File: config.mk
export PLATFORM = sky130hd
export DESIGN_NAME = ps2_host_tx
export DESIGN_NICKNAME = d
export VERILOG_FILES = /design/src/rtl/ps2tx_pkg.sv /design/src/rtl/ps2tx_sync.sv /design/src/rtl/ps2tx_inhibit_timer.sv /design/src/rtl/ps2tx_frame_shift.sv /design/src/rtl/ps2_host_tx.sv
export SDC_FILE = /design/constraint.sdc
export NUM_CORES = 1
export LEC_CHECK = 0
export CELL_PAD_IN_SITES_DETAIL_PLACEMENT = 2
export CELL_PAD_IN_SITES_GLOBAL_PLACEMENT = 2
export CORE_MARGIN = 2
export CORE_UTILIZATION = 35
export DETAILED_ROUTE_END_ITERATION = 7
export DONT_BUFFER_PORTS = 1
export PLACE_DENSITY_LB_ADDON = 0.1
export SYNTH_ARGS = -nofsm -noshare
export SYNTH_HDL_FRONTEND = slang
export SYNTH_SLANG_ARGS = --single-unit
File: constraint.sdc
create_clock -name clk -period 4 [get_ports clk]
set_clock_uncertainty 0.1 [all_clocks]
set_input_delay 0.2 -clock clk [delete_from_list [all_inputs] [get_ports clk]]
set_output_delay 0.2 -clock clk [all_outputs]
set_load 0.03 [all_outputs]
File: src/rtl/ps2tx_pkg.sv
package ps2tx_pkg;

  typedef enum logic [3:0] {
    TX_IDLE,
    TX_INHIBIT,
    TX_START,
    TX_SETTLE,
    TX_BIT_LO,
    TX_BIT_HI,
    TX_STOP_LO,
    TX_STOP_HI,
    TX_ACK_DAT,
    TX_ACK_CLK
  } tx_state_e;

endpackage

File: src/rtl/ps2tx_sync.sv
module ps2tx_sync #(
  parameter int  STAGES    = 2,
  parameter logic RESET_VAL = 1'b1
) (
  input  logic clk,
  input  logic rst_n,
  input  logic async_in,
  output logic sync_out
);

  logic [STAGES-1:0] chain_q;

  generate
    for (genvar s = 0; s < STAGES; s++) begin : g_stage
      if (s == 0) begin : g_first
        always_ff @(posedge clk or negedge rst_n) begin
          if (!rst_n) chain_q[0] <= RESET_VAL;
          else        chain_q[0] <= async_in;
        end
      end else begin : g_next
        always_ff @(posedge clk or negedge rst_n) begin
          if (!rst_n) chain_q[s] <= RESET_VAL;
          else        chain_q[s] <= chain_q[s-1];
        end
      end
    end
  endgenerate

  assign sync_out = chain_q[STAGES-1];

endmodule

File: src/rtl/ps2tx_inhibit_timer.sv
module ps2tx_inhibit_timer #(
  parameter int CYCLES = 100
) (
  input  logic clk,
  input  logic rst_n,
  input  logic load,
  input  logic run,
  output logic expired
);

  localparam int W = (CYCLES < 2) ? 1 : $clog2(CYCLES);

  logic [W-1:0] cnt_q;

  always_ff @(posedge clk or negedge rst_n) begin
    if (!rst_n)                    cnt_q <= '0;
    else if (load)                 cnt_q <= W'(CYCLES - 1);
    else if (run && cnt_q != '0)   cnt_q <= cnt_q - 1'b1;
  end

  assign expired = (cnt_q == '0);

  assert_timer_steps_R3 : assert property (@(posedge clk) disable iff (!rst_n)
    (run && !load && cnt_q != '0) |=> (cnt_q == $past(cnt_q) - 1'b1));

endmodule

File: src/rtl/ps2tx_frame_shift.sv
module ps2tx_frame_shift #(
  parameter int DATA_BITS = 8
) (
  input  logic                 clk,
  input  logic                 rst_n,
  input  logic                 load,
  input  logic [DATA_BITS-1:0] data,
  input  logic                 advance,
  output logic                 cur_bit,
  output logic                 last
);

  localparam int FRAME_BITS = DATA_BITS + 1;
  localparam int CW         = $clog2(FRAME_BITS + 1);

  logic [FRAME_BITS-1:0] shift_q;
  logic [CW-1:0]         cnt_q;

  always_ff @(posedge clk or negedge rst_n) begin
    if (!rst_n) begin
      shift_q <= '0;
      cnt_q   <= '0;
    end else if (load) begin
      shift_q <= {~(^data), data};
      cnt_q   <= '0;
    end else if (advance) begin
      shift_q <= shift_q >> 1;
      cnt_q   <= cnt_q + 1'b1;
    end
  end

  assign cur_bit = shift_q[0];
  assign last    = (cnt_q == CW'(FRAME_BITS - 1));

  assert_parity_odd_R6 : assert property (@(posedge clk) disable iff (!rst_n)
    load |=> ($countones(shift_q) % 2 == 1));

  assert_frame_bound_R5 : assert property (@(posedge clk) disable iff (!rst_n)
    (cnt_q <= CW'(FRAME_BITS)));

endmodule

File: src/rtl/ps2_host_tx.sv
module ps2_host_tx
  import ps2tx_pkg::*;
#(
  parameter int CLK_FREQ_HZ = 1_000_000,
  parameter int INHIBIT_US  = 100,
  parameter int DATA_BITS   = 8,
  parameter int SYNC_STAGES = 2
) (
  input  logic                 clk,
  input  logic                 rst_n,
  input  logic                 cmd_valid,
  output logic                 cmd_ready,
  input  logic [DATA_BITS-1:0] cmd_data,
  input  logic                 ps2_clk_i,
  input  logic                 ps2_dat_i,
  output logic                 ps2_clk_pull_o,
  output logic                 ps2_dat_pull_o,
  output logic                 tx_busy,
  output logic                 tx_done
);

  localparam int RAW_INHIBIT    = (CLK_FREQ_HZ / 1_000_000) * INHIBIT_US;
  localparam int INHIBIT_CYCLES = (RAW_INHIBIT < 1) ? 1 : RAW_INHIBIT;

  tx_state_e state_q, state_d;
  logic clk_s, dat_s;
  logic tmr_load, tmr_expired;
  logic frm_load, frm_adv, frm_bit, frm_last;
  logic dat_pull_q, done_q;

  ps2tx_sync #(.STAGES(SYNC_STAGES), .RESET_VAL(1'b1)) u_clk_sync (
    .clk(clk), .rst_n(rst_n), .async_in(ps2_clk_i), .sync_out(clk_s));

  ps2tx_sync #(.STAGES(SYNC_STAGES), .RESET_VAL(1'b1)) u_dat_sync (
    .clk(clk), .rst_n(rst_n), .async_in(ps2_dat_i), .sync_out(dat_s));

  ps2tx_inhibit_timer #(.CYCLES(INHIBIT_CYCLES)) u_timer (
    .clk(clk), .rst_n(rst_n), .load(tmr_load),
    .run(state_q == TX_INHIBIT), .expired(tmr_expired));

  ps2tx_frame_shift #(.DATA_BITS(DATA_BITS)) u_frame (
    .clk(clk), .rst_n(rst_n), .load(frm_load), .data(cmd_data),
    .advance(frm_adv), .cur_bit(frm_bit), .last(frm_last));

  always_comb begin
    state_d  = state_q;
    tmr_load = 1'b0;
    frm_load = 1'b0;
    frm_adv  = 1'b0;
    unique case (state_q)
      TX_IDLE: if (cmd_valid) begin
        state_d  = TX_INHIBIT;
        tmr_load = 1'b1;
        frm_load = 1'b1;
      end
      TX_INHIBIT: if (tmr_expired) state_d = TX_START;
      TX_START:   state_d = TX_SETTLE;
      TX_SETTLE:  if (clk_s)  state_d = TX_BIT_LO;
      TX_BIT_LO:  if (!clk_s) state_d = TX_BIT_HI;
      TX_BIT_HI:  if (clk_s) begin
        frm_adv = 1'b1;
        state_d = frm_last ? TX_STOP_LO : TX_BIT_LO;
      end
      TX_STOP_LO: if (!clk_s) state_d = TX_STOP_HI;
      TX_STOP_HI: if (clk_s)  state_d = TX_ACK_DAT;
      TX_ACK_DAT: if (!dat_s) state_d = TX_ACK_CLK;
      TX_ACK_CLK: if (!clk_s) state_d = TX_IDLE;
      default:    state_d = TX_IDLE;
    endcase
  end

  always_ff @(posedge clk or negedge rst_n) begin
    if (!rst_n) begin
      state_q    <= TX_IDLE;
      dat_pull_q <= 1'b0;
      done_q     <= 1'b0;
    end else begin
      state_q <= state_d;
      done_q  <= (state_q == TX_ACK_CLK) && !clk_s;
      if (state_q == TX_INHIBIT && tmr_expired)   dat_pull_q <= 1'b1;
      else if (state_q == TX_BIT_LO && !clk_s)    dat_pull_q <= ~frm_bit;
      else if (state_q == TX_STOP_LO && !clk_s)   dat_pull_q <= 1'b0;
      else if (state_q == TX_IDLE)                dat_pull_q <= 1'b0;
    end
  end

  assign cmd_ready      = (state_q == TX_IDLE);
  assign tx_busy        = (state_q != TX_IDLE);
  assign tx_done        = done_q;
  assign ps2_clk_pull_o = (state_q == TX_INHIBIT) || (state_q == TX_START);
  assign ps2_dat_pull_o = dat_pull_q;

  assert_accept_busy_R2 : assert property (@(posedge clk) disable iff (!rst_n)
    (cmd_valid && cmd_ready) |=> (!cmd_ready && tx_busy));

  assert_clk_release_start_R4 : assert property (@(posedge clk) disable iff (!rst_n)
    $fell(ps2_clk_pull_o) |-> ps2_dat_pull_o);

  assert_bit_hold_R5 : assert property (@(posedge clk) disable iff (!rst_n)
    (state_q == TX_BIT_HI && $past(state_q) == TX_BIT_HI) |-> $stable(ps2_dat_pull_o));

  assert_done_single_R8 : assert property (@(posedge clk) disable iff (!rst_n)
    tx_done |=> !tx_done);

  assert_done_after_clk_low_R8 : assert property (@(posedge clk) disable iff (!rst_n)
    tx_done |-> !$past(clk_s));

  assert_clk_pull_busy_R9 : assert property (@(posedge clk) disable iff (!rst_n)
    ps2_clk_pull_o |-> (tx_busy && !tx_done));

endmodule

==> results of run 1 <==
[cell families (layout without fill, tap and decap cells)]
kind of cell | Yosys count | count (layout)
simple gates | 59 | 59
mux | 9 | 9
compound gates | 26 | 26
xor+xnor | 16 | 16
flops | 30 | 30
fa+ha+maj | 4 | 4
buf+inv | 16 | 29
[flip-flops by register name, summed over array words and instances, names as in the netlist]
register             count
u_frame.cnt_q            4
u_dat_sync.sync_out      1
u_clk_sync.chain_q       1
u_clk_sync.sync_out      1
u_timer.cnt_q            7
ps2_dat_pull_o           1
u_frame.shift_q          9
u_dat_sync.chain_q       1
state_q                  4
tx_done                  1
[timing repair]
action | in CTS | in global routing
hold buffers | 12 | 0
endpoints found under the hold margin | 40 | 0
gates resized for setup | 0 | 0
[power by group through the flow]
stage | clock network [mW] | logic (mW) | registers [mW]
2_1_floorplan | 0 | 0.0131 | 0.314
3_3_place_gp | 0 | 0.0146 | 0.314
3_5_place_dp | 0 | 0.0154 | 0.314
4_1_cts | 0.265 | 0.0330 | 0.309
5_1_grt | 0.280 | 0.0354 | 0.309
6_report | 0.261 | 0.0326 | 0.309
[final cells by class]
type / instances / share of cell area [%]
Multi-Input combinational cell: 114 / 41.6
Sequential cell: 30 / 40.9
Inverter: 8 / 1.62
Tap cell: 52 / 3.52
Clock buffer: 7 / 4.67
Clock inverter: 1 / 0.271
Timing Repair Buffer: 13 / 7.45
[metal layers]
metal / vias up / global-route usage, % / share of wire (%)
met1: 582 / 23.2 / 45
li1: 571 / - / -
met3: 5 / 4.36 / 3.1
met4: 0 / 6.29 / 1.4
met5: - / 0 / 0
met2: 17 / 29.4 / 50
[cell usage after synthesis, drive strengths merged, types with 2 or more instances]
| cell type | instances |
|---|---|
| nand2b | 2 |
| or4 | 3 |
| xnor2 | 9 |
| o31ai | 3 |
| buf | 8 |
| inv | 8 |
| nor4b | 2 |
| and2 | 2 |
| xor2 | 7 |
| dfstp | 4 |
| nand4 | 2 |
| o21ai | 12 |
| nor4 | 2 |
| nor2 | 14 |
| mux2i | 9 |
| o211ai | 5 |
| nor3 | 4 |
| ha | 4 |
| nand2 | 21 |
| dfrtp | 26 |
| nand3 | 6 |
[stage by stage]
stage / setup slack [ns] / power [mW] / instance area (sq um) / utilization (%) / hold WS [ns]
3_5_place_dp: 1.82 / 0.330 / 1630 / 37.1 / -0.195
2_1_floorplan: 1.98 / 0.327 / 1590 / - / -0.196
4_1_cts: 1.80 / 0.606 / 1850 / 42.2 / 0.132
3_3_place_gp: 1.89 / 0.329 / 1630 / 37.1 / -0.195
6_report: 1.73 / 0.603 / 1850 / 42.2 / 0.132
5_1_grt: 1.53 / 0.625 / 1850 / 42.2 / 0.178
[worst max path at each step]
stage / slack (ns) / from / to / cells past startpoint
detailed placement: 1.82 / state_q[2] / u_frame.shift_q[1] / 5
global route: 1.53 / state_q[2] / u_frame.shift_q[2] / 5
floorplan: 1.98 / state_q[1] / u_frame.shift_q[1] / 6
global placement: 1.89 / state_q[2] / u_frame.shift_q[1] / 5
finish: 1.73 / state_q[2] / u_frame.shift_q[2] / 5
CTS: 1.80 / state_q[2] / u_frame.shift_q[1] / 5
[cells in the final DEF, fill, tap and decap left out, types with 2 or more instances in the layout]
master and instances:
nand2b_1 2, o21ai_0 2, clkbuf_8 6, mux2i_1 9, dlygate4sd3_1 11, nor2_1 14
nand2_1 21, xnor2_1 9, xor2_1 7, nand4_1 2, or4_1 3, nand3_1 6
o31ai_1 3, dfrtp_1 26, ha_1 4, o21ai_1 9, dfstp_2 4, nor3_1 4
and2_1 2, inv_1 8, o211ai_1 5
[worst max-delay path, cell delays in order, from the launching register on]
cell and delay [ns]:
dfrtp_1 0.58, nor4_2 0.32, buf_4 0.22, and2_1 0.66, nand2_1 0.14, o21ai_1 0.14
==> results.json, run 1 <==
{
  "critPathMaxFanout": 22,
  "grt_util_all_layers_pct": 18.0,
  "post-cts-setup-buffer-count": 0,
  "hold_end": "u_timer.cnt_q[5]",
  "hpwl_mm": 2.64,
  "power_frac_comb_pct": 5.4,
  "reg2reg_slack_ns": 1.73,
  "die_h_um": 71.5,
  "power.density_mw_per_mm2": 326,
  "ir_drop_v": 0.000144,
  "cts_buffers": 5,
  "die_w_um": 71.5,
  "synth_top_family_by_area": "simple AND/OR/NAND/NOR gates",
  "port_buffers": 0,
  "swShare_pct": 23.1,
  "overflow": 0,
  "initial_utilization_pct": 36.4,
  "synth_ff_type": "dfrtp_1",
  "antenna_left": 0,
  "cp-start-kind": "flop",
  "fin_crit_ns": 2.27,
  "p_leak_nw": 0.793,
  "syn_nets": 177,
  "critPathCaptureType": "flop",
  "num_antenna_cells": 0,
  "max_cap_viol_count": 0,
  "first_iter_violations": 51,
  "synth_area_leaders": "dfrtp_1, dfstp_2, mux2i_1",
  "synth_cells": 160,
  "slew_headroom_pct": 39.9,
  "cts.clk_slew.worst_paths_ns": 0.07,
  "reg2regPathDepth": 5,
  "synth_edf_count": 0,
  "area_growth_pct": 15.9,
  "cts.sinks": 30,
  "min_path_cells": 2,
  "synth_fa_ha_area_share_pct": 3.14,
  "grt_pass1_wl_mm": 6.89,
  "finalHoldViolations": 0,
  "period_share_pct": 56.7,
  "grt_max_degree": 31,
  "p_switching_mw": 0.139,
  "path_class": "reg -> reg",
  "cts_buffer_depth": 2,
  "yosys.area.top_type_share_pct": 40.8,
  "synthSimpleGateAreaFrac_pct": 18.8,
  "final-max-slew-violation-count": 0,
  "worst_ep_required_time_ns": 4.09,
  "tritoncts": "yes",
  "synth_area_sq_mm": 0.00159,
  "worst_pin_slew_ns": 0.895,
  "timing.rr.start": "state_q[2]",
  "clk_latency_ns": 0.29,
  "grt_pass1_vias": 1383,
  "drc": 0,
  "wl_mm": 4.02,
  "coreArea_sq_mm": 0.00438,
  "setup_viol": 0,
  "die_area_sq_mm": 0.00511,
  "place.gp.congestion": 0.732,
  "synth_compound_area_share_pct": 11.8,
  "async_flop_share_pct": 100,
  "stdcell_count": 225,
  "seqCellArea_sq_um": 756,
  "cts_root_buffer": "clkbuf_8",
  "rr_endpoint": "u_frame.shift_q[2]",
  "synth_seq_area_share_pct": 47.4,
  "finalSetupTns_ns": 0,
  "cp.arrival_ns": 2.36,
  "rows": 24,
  "vias_per_cell": 5.22,
  "dr.pass1.iters": 4,
  "finalNetCount": 189,
  "internal-power_mw": 0.463,
  "dp_cells": 205,
  "synth_cell_type_count": 32,
  "ys_ff_latch": 30,
  "multiInputGateArea_sq_um": 768,
  "wl_per_cell_um": 17.9,
  "syn_area_per_cell_sq_um": 9.96,
  "hold_path.class": "in -> reg",
  "pwr-share-seq_pct": 51.2,
  "rsz0062_at_grt": "no",
  "hp-start": "cmd_valid",
  "max_freq_ghz": 0.441,
  "yosys.area.top_type": "dfrtp_1",
  "synthMuxAreaShare_pct": 5.65,
  "vias": 1175,
  "drive_gt1_share_pct": 10.4,
  "antenna_found_initial": 0,
  "fillers": 491,
  "synth-warning-count": 0,
  "clkPwrFrac_pct": 43.4,
  "htreeDepth": 2,
  "status": "finished, final reports clean",
  "io_pins": 18,
  "synth_xor_area_share_pct": 8.79
}
No activity file was read; power rests on OpenSTA's default activity.
==> inputs of run 2 (changes only) <==
Clock period 4 ns to 2 ns, I/O delays scaled along.
==> results.json, run 2 (synthesis results as in run 1) <==
{
  "status": "finished, final reports clean",
  "p_leak_nw": 0.835,
  "initial_utilization_pct": 36.4,
  "slowest_stage": "or4_1",
  "coreArea_sq_mm": 0.00438,
  "crit_chain": "or4_1, o21ai_4, o221ai_2, mux2i_1",
  "period_share_pct": 92.7,
  "place_ws_ns": 0.162,
  "vias_per_cell": 5.25,
  "hpwl_mm": 2.66,
  "num_antenna_cells": 0,
  "grt_util_all_layers_pct": 17.6,
  "dp_cells": 211,
  "vias": 1212,
  "rsz0062_at_grt": "no",
  "cts_root_buffer": "clkbuf_8",
  "wl_per_cell_um": 16.7,
  "stdcell_count": 231,
  "worst_pin_slew_ns": 0.484,
  "max_cap_viol_count": 0,
  "finalSetupTns_ns": 0,
  "path_class": "reg -> reg",
  "first_iter_violations": 33,
  "max_freq_ghz": 0.539,
  "largest_reg_flops": 9,
  "seqCellArea_sq_um": 756,
  "grt_max_degree": 31,
  "dr.pass1.iters": 3,
  "die_w_um": 71.5,
  "rows": 24,
  "place.gp.congestion": 0.848,
  "worst_ep_required_time_ns": 2.08,
  "antenna_left": 0,
  "setup_slack_ns": 0.145,
  "slew_headroom_pct": 67.7,
  "cp.arrival_ns": 1.94,
  "cts.clk_slew.worst_paths_ns": 0.07,
  "cts.sinks": 30,
  "io_pins": 18,
  "layout_commonest_cell": "dfrtp_1",
  "fillers": 456,
  "power.density_mw_per_mm2": 669,
  "critPathMaxFanout": 6,
  "clk_latency_ns": 0.29,
  "final-max-slew-violation-count": 0,
  "tritoncts": "yes",
  "multiInputGateArea_sq_um": 777,
  "critPathTopFamily": "simple AND/OR/NAND/NOR gates",
  "finalHoldViolations": 0,
  "htreeDepth": 2,
  "grt_pass1_vias": 1408,
  "largest-register": "u_frame.shift_q",
  "antenna_found_initial": 0,
  "cp_slowest_stage_delay_ns": 0.69,
  "cts_buffer_depth": 2,
  "mostFrequentLayoutCells": "dfrtp_1, nand2_1, nor2_1",
  "finalNetCount": 195,
  "port_buffers": 0,
  "critPathCaptureType": "flop",
  "setup_viol": 0,
  "ir_drop_v": 0.000262,
  "fin_crit_ns": 1.85,
  "reg_top3": "u_frame.shift_q (9), u_timer.cnt_q (7)",
  "drive_gt1_share_pct": 14.0,
  "grt_pass1_wl_mm": 6.75,
  "die_h_um": 71.5,
  "hold_path.class": "in -> reg",
  "worst-path-buf-inv": 0,
  "die_area_sq_mm": 0.00511,
  "overflow": 0,
  "area_growth_pct": 21.2,
  "cp-start-kind": "flop",
  "drc": 0,
  "cts_buffers": 5,
  "wl_mm": 3.85
}
## run 2: final cells by class
cell class / instances / area share [%]
Clock inverter: 3 / 2.07
Sequential cell: 30 / 39.1
Clock buffer: 5 / 3.56
Inverter: 8 / 1.55
Multi-Input combinational cell: 114 / 40.2
Tap cell: 52 / 3.37
Timing Repair Buffer: 19 / 10.1
## run 2: final timing paths
kind	from	endpoint	slack [ns]	cells after the start
worst max register to register	u_timer.cnt_q[2]	state_q[0]	0.15	4
worst min-delay path	cmd_valid	u_timer.cnt_q[0]	0.02	2
worst min register to register	u_dat_sync.chain_q[0]	u_dat_sync.sync_out	0.26	0
min in group asynchronous	rst_n	u_timer.cnt_q[1]	0.13	2
max in group asynchronous	rst_n	u_clk_sync.chain_q[0]	1.42	2
worst max-delay path	u_timer.cnt_q[2]	state_q[0]	0.15	4
## run 2: metrics by stage
step | util [%] | total power, mW | hold slack, ns | area, sq um
after CTS | 44.1 | 1.31 | 0.0251 | 1930
after global placement | 38.6 | 0.657 | -0.295 | 1690
after detailed placement | 38.6 | 0.659 | -0.295 | 1690
final | 44.1 | 1.29 | 0.0190 | 1930
after global routing | 44.1 | 1.34 | 0.0570 | 1930
after floorplan | - | 0.653 | -0.296 | 1600
## run 2: repair_timing
item                                    CTS  global route
endpoints found under the setup margin    0             0
setup buffers                             0             0
hold endpoints to repair                 40             0
hold buffers                             12             0
resized for setup                         0             0
## run 2: worst register-to-register path, stage by stage, from the launching register on
cell and delay (ns):
dfrtp_1 0.42, or4_1 0.69, o21ai_4 0.27, o221ai_2 0.14
mux2i_1 0.13
## run 2: power breakdown
| group | internal (mW) | switching [mW] |
|---|---|---|
| clock | 0.366 | 0.246 |
| combinational | 0.0350 | 0.0278 |
| sequential | 0.614 | 0.00355 |
| total | 1.02 | 0.277 |
## run 2: metal layers
layer	vias up	wire length (um)	track usage (%)
li1	583	-	-
met2	20	1950	29.5
met1	603	1720	21.3
met3	6	132	5.63
met5	-	0	0
met4	0	46	6.29
